`src/rtl/lutcell_pkg.sv`:
```
package lutcell_pkg;

    // Captured mode settings of the cell
    typedef struct packed {
        logic logic_a;   // 1: half A evaluates a function
        logic logic_b;   // 1: half B evaluates a function
        logic joined;    // 1: half B follows half A's address
    } cell_mode_t;

endpackage

```
`src/rtl/lut_half.sv`:
```
module lut_half #(
    parameter int ADDR_W = 4,
    parameter int DATA_W = 2
) (
    input  logic              clk,
    input  logic              rst,
    input  logic              logic_mode,
    input  logic [ADDR_W-1:0] addr,
    input  logic              msb_in,
    input  logic              wpe,
    input  logic [DATA_W-1:0] wdata,
    output logic [DATA_W-1:0] rdata
);
    localparam int DEPTH = 1 << ADDR_W;

    typedef struct packed {
        logic [DEPTH-1:0][DATA_W-1:0] mem;
    } half_state_t;

    half_state_t st_d, st_q;
    logic        wr_go;

    // Next-state: a write needs memory mode, the local enable and the shared enable
    always_comb begin
        st_d  = st_q;
        wr_go = !logic_mode && msb_in && wpe;
        if (wr_go) begin
            st_d.mem[addr] = wdata;
        end
    end

    always_ff @(posedge clk) begin
        if (rst) begin
            st_q <= '0;
        end else begin
            st_q <= st_d;
        end
    end

    // Asynchronous read: a full word, or one truth-table bit picked by input 4
    always_comb begin
        rdata = '0;
        if (logic_mode) begin
            rdata[0] = st_q.mem[addr][msb_in];
        end else begin
            rdata = st_q.mem[addr];
        end
    end


    no_gated_write_chk: assert property (@(posedge clk) disable iff (rst)
        (logic_mode || !msb_in || !wpe) |=> $stable(st_q));


    write_lands_chk: assert property (@(posedge clk) disable iff (rst)
        (!logic_mode && msb_in && wpe) |=> (st_q.mem[$past(addr)] == $past(wdata)));


    logic_upper_zero_chk: assert property (@(posedge clk) disable iff (rst)
        logic_mode |-> (rdata[DATA_W-1:1] == '0));

endmodule

```
`src/rtl/lutcell_ctrl.sv`:
```
module lutcell_ctrl
    import lutcell_pkg::*;
(
    input  logic       clk,
    input  logic       rst,
    input  logic       load,
    input  cell_mode_t mode_in,
    output cell_mode_t mode_q,
    output logic       join_eff
);
    cell_mode_t mode_d;

    always_comb begin
        mode_d = mode_q;
        if (load) begin
            mode_d = mode_in;
        end
    end

    always_ff @(posedge clk) begin
        if (rst) begin
            mode_q <= '0;
        end else begin
            mode_q <= mode_d;
        end
    end

    // Joining only applies while both halves hold memory
    always_comb begin
        join_eff = mode_q.joined && !mode_q.logic_a && !mode_q.logic_b;
    end


    mode_hold_chk: assert property (@(posedge clk) disable iff (rst)
        !load |=> $stable(mode_q));


    mode_capture_chk: assert property (@(posedge clk) disable iff (rst)
        load |=> (mode_q == $past(mode_in)));

endmodule

```
`src/rtl/lut_pair_cell.sv`:
```
module lut_pair_cell
    import lutcell_pkg::*;
#(
    parameter int ADDR_W = 4,
    parameter int HALF_W = 2
) (
    input  logic                  clk,
    input  logic                  rst,
    input  logic                  cfg_load,
    input  logic                  cfg_logic_a,
    input  logic                  cfg_logic_b,
    input  logic                  cfg_join,
    input  logic [ADDR_W:0]       a_in,
    input  logic [ADDR_W:0]       b_in,
    input  logic [2*HALF_W-1:0]   wd,
    input  logic                  wpe,
    output logic [2*HALF_W-1:0]   f
);
    localparam int HALVES = 2;

    cell_mode_t mode_in, mode_q;
    logic       join_eff;

    logic [ADDR_W-1:0] addr_h  [HALVES];
    logic              msb_h   [HALVES];
    logic              logic_h [HALVES];
    logic [HALF_W-1:0] rd_h    [HALVES];

    always_comb begin
        mode_in.logic_a = cfg_logic_a;
        mode_in.logic_b = cfg_logic_b;
        mode_in.joined  = cfg_join;
    end

    lutcell_ctrl u_ctrl (
        .clk      (clk),
        .rst      (rst),
        .load     (cfg_load),
        .mode_in  (mode_in),
        .mode_q   (mode_q),
        .join_eff (join_eff)
    );

    // Per-half input steering; B borrows A's address when joined
    always_comb begin
        addr_h[0]  = a_in[ADDR_W-1:0];
        msb_h[0]   = a_in[ADDR_W];
        logic_h[0] = mode_q.logic_a;
        addr_h[1]  = join_eff ? a_in[ADDR_W-1:0] : b_in[ADDR_W-1:0];
        msb_h[1]   = b_in[ADDR_W];
        logic_h[1] = mode_q.logic_b;
    end

    for (genvar g = 0; g < HALVES; g++) begin : g_half
        lut_half #(
            .ADDR_W (ADDR_W),
            .DATA_W (HALF_W)
        ) u_half (
            .clk        (clk),
            .rst        (rst),
            .logic_mode (logic_h[g]),
            .addr       (addr_h[g]),
            .msb_in     (msb_h[g]),
            .wpe        (wpe),
            .wdata      (wd[g*HALF_W +: HALF_W]),
            .rdata      (rd_h[g])
        );
        assign f[g*HALF_W +: HALF_W] = rd_h[g];
    end

endmodule

```
`config.mk`:
```
export PLATFORM = sky130hd
export DESIGN_NAME = lut_pair_cell
export DESIGN_NICKNAME = d
export VERILOG_FILES = /design/src/rtl/lutcell_pkg.sv /design/src/rtl/lut_half.sv /design/src/rtl/lutcell_ctrl.sv /design/src/rtl/lut_pair_cell.sv
export SDC_FILE = /design/constraint.sdc
export NUM_CORES = 1
export LEC_CHECK = 0
export ABC_CLOCK_PERIOD_IN_PS = 3500
export BUFFER_PORTS_ARGS = -buffer_cell sky130_fd_sc_hd__buf_2
export CORE_ASPECT_RATIO = 0.5
export CORE_MARGIN = 2
export CORE_UTILIZATION = 25
export DETAILED_ROUTE_END_ITERATION = 12
export GPL_TIMING_DRIVEN = 0
export PLACE_DENSITY_LB_ADDON = 0.05
export SLEW_MARGIN = 20
export SYNTH_ARGS = -nofsm -noshare
export SYNTH_HDL_FRONTEND = slang
export SYNTH_HIERARCHICAL = 1
export SYNTH_SLANG_ARGS = --single-unit
export TNS_END_PERCENT = 20
```
`constraint.sdc`:
```
create_clock -name clk -period 3.5 [get_ports clk]
set_input_delay 0.525 -clock clk [delete_from_list [all_inputs] [get_ports clk]]
set_output_delay 0.525 -clock clk [all_outputs]
set_load 0.1 [all_outputs]
```
==> flow_summary_export.csv <==
group,metric,value,unit
outcome,outcome,"finished, final reports clean",
worst_setup_path,crit_arrival,2810,ps
place,port_buffers,20,
pwr,p_per_area,458,mW/mm^2
global_routing,grt_pass1_vias,2943,
layout,regArea,0.00134,mm^2
clocking,ctsHoldBuffers,0,
pwr,p_leak,1.45,nW
floorplan,dieArea,0.0148,mm^2
worst_setup_path,crit_type,"register to output pin",
synthesis,yosys_warnings,6,
pwr,power_frac_seq,41.3,%
synthesis,synthDominantCellAreaShare,38.9,%
synthesis,synthDistinctLibCells,31,
global_routing,grt-ovfl-total,0,
synthesis,synthTopCellsByArea,"dfxtp_1 39%, mux2i_1 8.4%, mux4_2 7.8%",
pwr,p_sw_share,25.7,%
sta,finClkSkew,2.75,ps
drt,drc,0,
synthesis,syn_inst,394,
pwr,clkPwrFrac,47.0,%
global_routing,met1_usage,18.8,%
worst_setup_path,slowest_delay,460,ps
pwr,vdd_ir_drop_max,0.000166,V
sta,worst_pin_slew,690,ps
synthesis,ys_ff_latch,67,
clocking,cts.sinks,67,
floorplan,rows,30,
clocking,cts_max_path_buffers,2,
clocking,cts_root_buf,"clkbuf_16",
sta,rsz0062_at_grt,"false",
pwr,combPwrFrac,11.7,%
worst_setup_path,slowest_stage,"mux4_2",
drt,wl_per_cell,17.3,um
sta,fin_crit,3340,ps
worst_setup_path,crit_path_cell_trace,"nor3b_4 > mux2_2 > buf_4 > mux4_2 > mux2i_2 > nand4_1 > o21ai_0 > nor2_1 > buf_4",
place,hpwl,7530,um
sta,worst_slack,165,ps
worst_setup_path,endpoint_kind,"output pin",
global_routing,busiest_layer,"met2",
sta,finalSetupTns,0,ps
layout,finish.instance_area,0.00410,mm^2
floorplan,chipWidth,170,um
drt,first_iter_violations,155,
sta,fin_crit_sh,95.3,%
clocking,h-tree-depth,3,
worst_setup_path,start_kind,"register",
hold_path,hold_path_class,"input port to register",
global_routing,use_met2,26.5,%
layout,multi_input_area,0.00195,mm^2
place,place_congestion,0.732,
drt,totalWireLength,10500,um
floorplan,io_pins,25,
place,place_area,0.00377,mm^2
drt,firstDrtPassIters,4,
synthesis,synth_area,0.00344,mm^2
layout,utilization,30.3,%
synthesis,yosysTopAreaCell,"dfxtp_1",
layout,mostFrequentLayoutCells,"67 x dfxtp_1, 64 x nand2_1, 46 x a21oi_1, 37 x nor2_1, 34 x buf_2",
clocking,clock_latency,330,ps
clocking,cts_tree,"done",
layout,final_common_cell,"dfxtp_1",
layout,nNetsFinal,447,
global_routing,grt_pass1_wl,16500,um
global_routing,met3_usage,3.68,%
floorplan,start_util,25.5,%
global_routing,grt_max_degree,14,
sta,finalHoldViolCount,0,
floorplan,core-area,0.0135,mm^2
run,maxCapViolations,0,
sta,slew_viol_final,0,
layout,area.growth.synth_to_final,19.0,%
sta,max-slew-margin-rel,53.8,%
drt,ant_nets,0,
global_routing,grt_usage,15.1,%
global_routing,antenna_found_initial,0,
floorplan,dieHeight,87,um
layout,n_fill_cell,1421,
layout,drive_gt1_share,21.1,%
drt,avgViaCountPerCell,4.89,
layout,antennaDiodeCount,0,
sta,setup_viol,0,
place,post-place-ws,104,ps
sta,clock.fmax,0.300,GHz
pwr,p_int,1.39,mW
clocking,numCtsBuffers,9,
drt,vias,2969,
worst_setup_path,cp_max_fo,10,
synthesis,seq_area_frac_synth,38.9,%
clocking,clkTransAtPathRegs,50,ps
worst_setup_path,crit_top_cell,"buf_4",
sta,timing.hold.ws,438,ps
synthesis,syn-num-nets,415,
pwr,p_switching,482,uW
synthesis,syn_area_per_cell,8.74,um^2
worst_setup_path,worst_ep_required_time,2970,ps
==> power by group through the flow <==
stage               Sequential [mW]  Combinational (mW)  Clock [mW]
CTS                           0.775               0.219       0.913
finish                        0.775               0.219       0.881
global route                  0.776               0.237       0.939
global placement              0.791               0.215           0
detailed placement            0.791               0.217           0
floorplan                     0.789               0.150           0
==> final cells by class <==
class / count / area share (%)
multi-input cells: 293 / 47.6
flip-flops and latches: 67 / 32.7
clock buffers: 15 / 7.02
well taps: 176 / 5.37
plain buffers: 34 / 4.37
repair buffers: 21 / 2.75
clock inverters: 1 / 0.122
==> worst paths after layout <==
check | start | endpoint | slack, ps | depth (start not counted)
max | u_ctrl/mode_q[2] | f[2] | 160 | 9
min | cfg_logic_a | u_ctrl/mode_q[2] | 440 | 3
min reg2reg | g_half[0].u_half/st_q[15] | g_half[0].u_half/st_q[15] | 450 | 2
max reg2reg | u_ctrl/mode_q[2] | g_half[1].u_half/st_q[29] | 930 | 7
==> synth_stat cells (all sizes together) <==
cell and n:
a211oi 4, a21oi 46, a31oi 2, a32oi 2, and4bb 2, buf 21
clkbuf 13, dfxtp 67, mux2 6, mux2i 29, mux4 12, nand2 66
nand2b 6, nand3 26, nand3b 2, nand4 2, nand4b 2, nor2 37
nor2b 6, nor3 4, nor3b 1, nor4b 2, o211a 2, o21ai 26
o22ai 2, o311ai 2, or4 2, or4b 2
==> per-layer routing <==
metal	up-vias	routed length (um)
met1	1441	4870
met5	-	0
li1	1459	-
met2	58	5100
met3	11	418
met4	0	131
==> repair_timing <==
item                                    4_1_cts  5_1_grt
resized for setup                             4        4
pin swaps                                     0        1
endpoints found under the setup margin        2        1
setup buffers                                 0        1
gates cloned                                  0        0
==> critical path, delay by kind of cell, from the launching register on <==
| kind | cells | cell delay [ps] |
|---|---|---|
| compound gates | 1 | 90 |
| buf+inv | 2 | 460 |
| flops | 1 | 340 |
| mux | 3 | 1110 |
| simple gates | 3 | 480 |
==> registers in the layout (all words and copies together), names as in the netlist <==
name / count
g_half.u_half/st_q: 64
u_ctrl/mode_q: 3
==> cell families after synthesis <==
logic type | after synthesis | synth area share (%)
AND/OR/NAND/NOR | 160 | 24.1
multiplexers | 47 | 18.2
AO/OA/AOI/OAI | 86 | 13.7
flip-flops | 67 | 38.9
buffers and inverters | 34 | 5.09
==> stage by stage <==
stage	instances	power, mW
after detailed placement	590	1.01
after floorplan	394	0.939
after global routing	607	1.95
after CTS	606	1.91
final	607	1.88
after global placement	590	1.01
No activity file was read; power rests on OpenSTA's default activity.
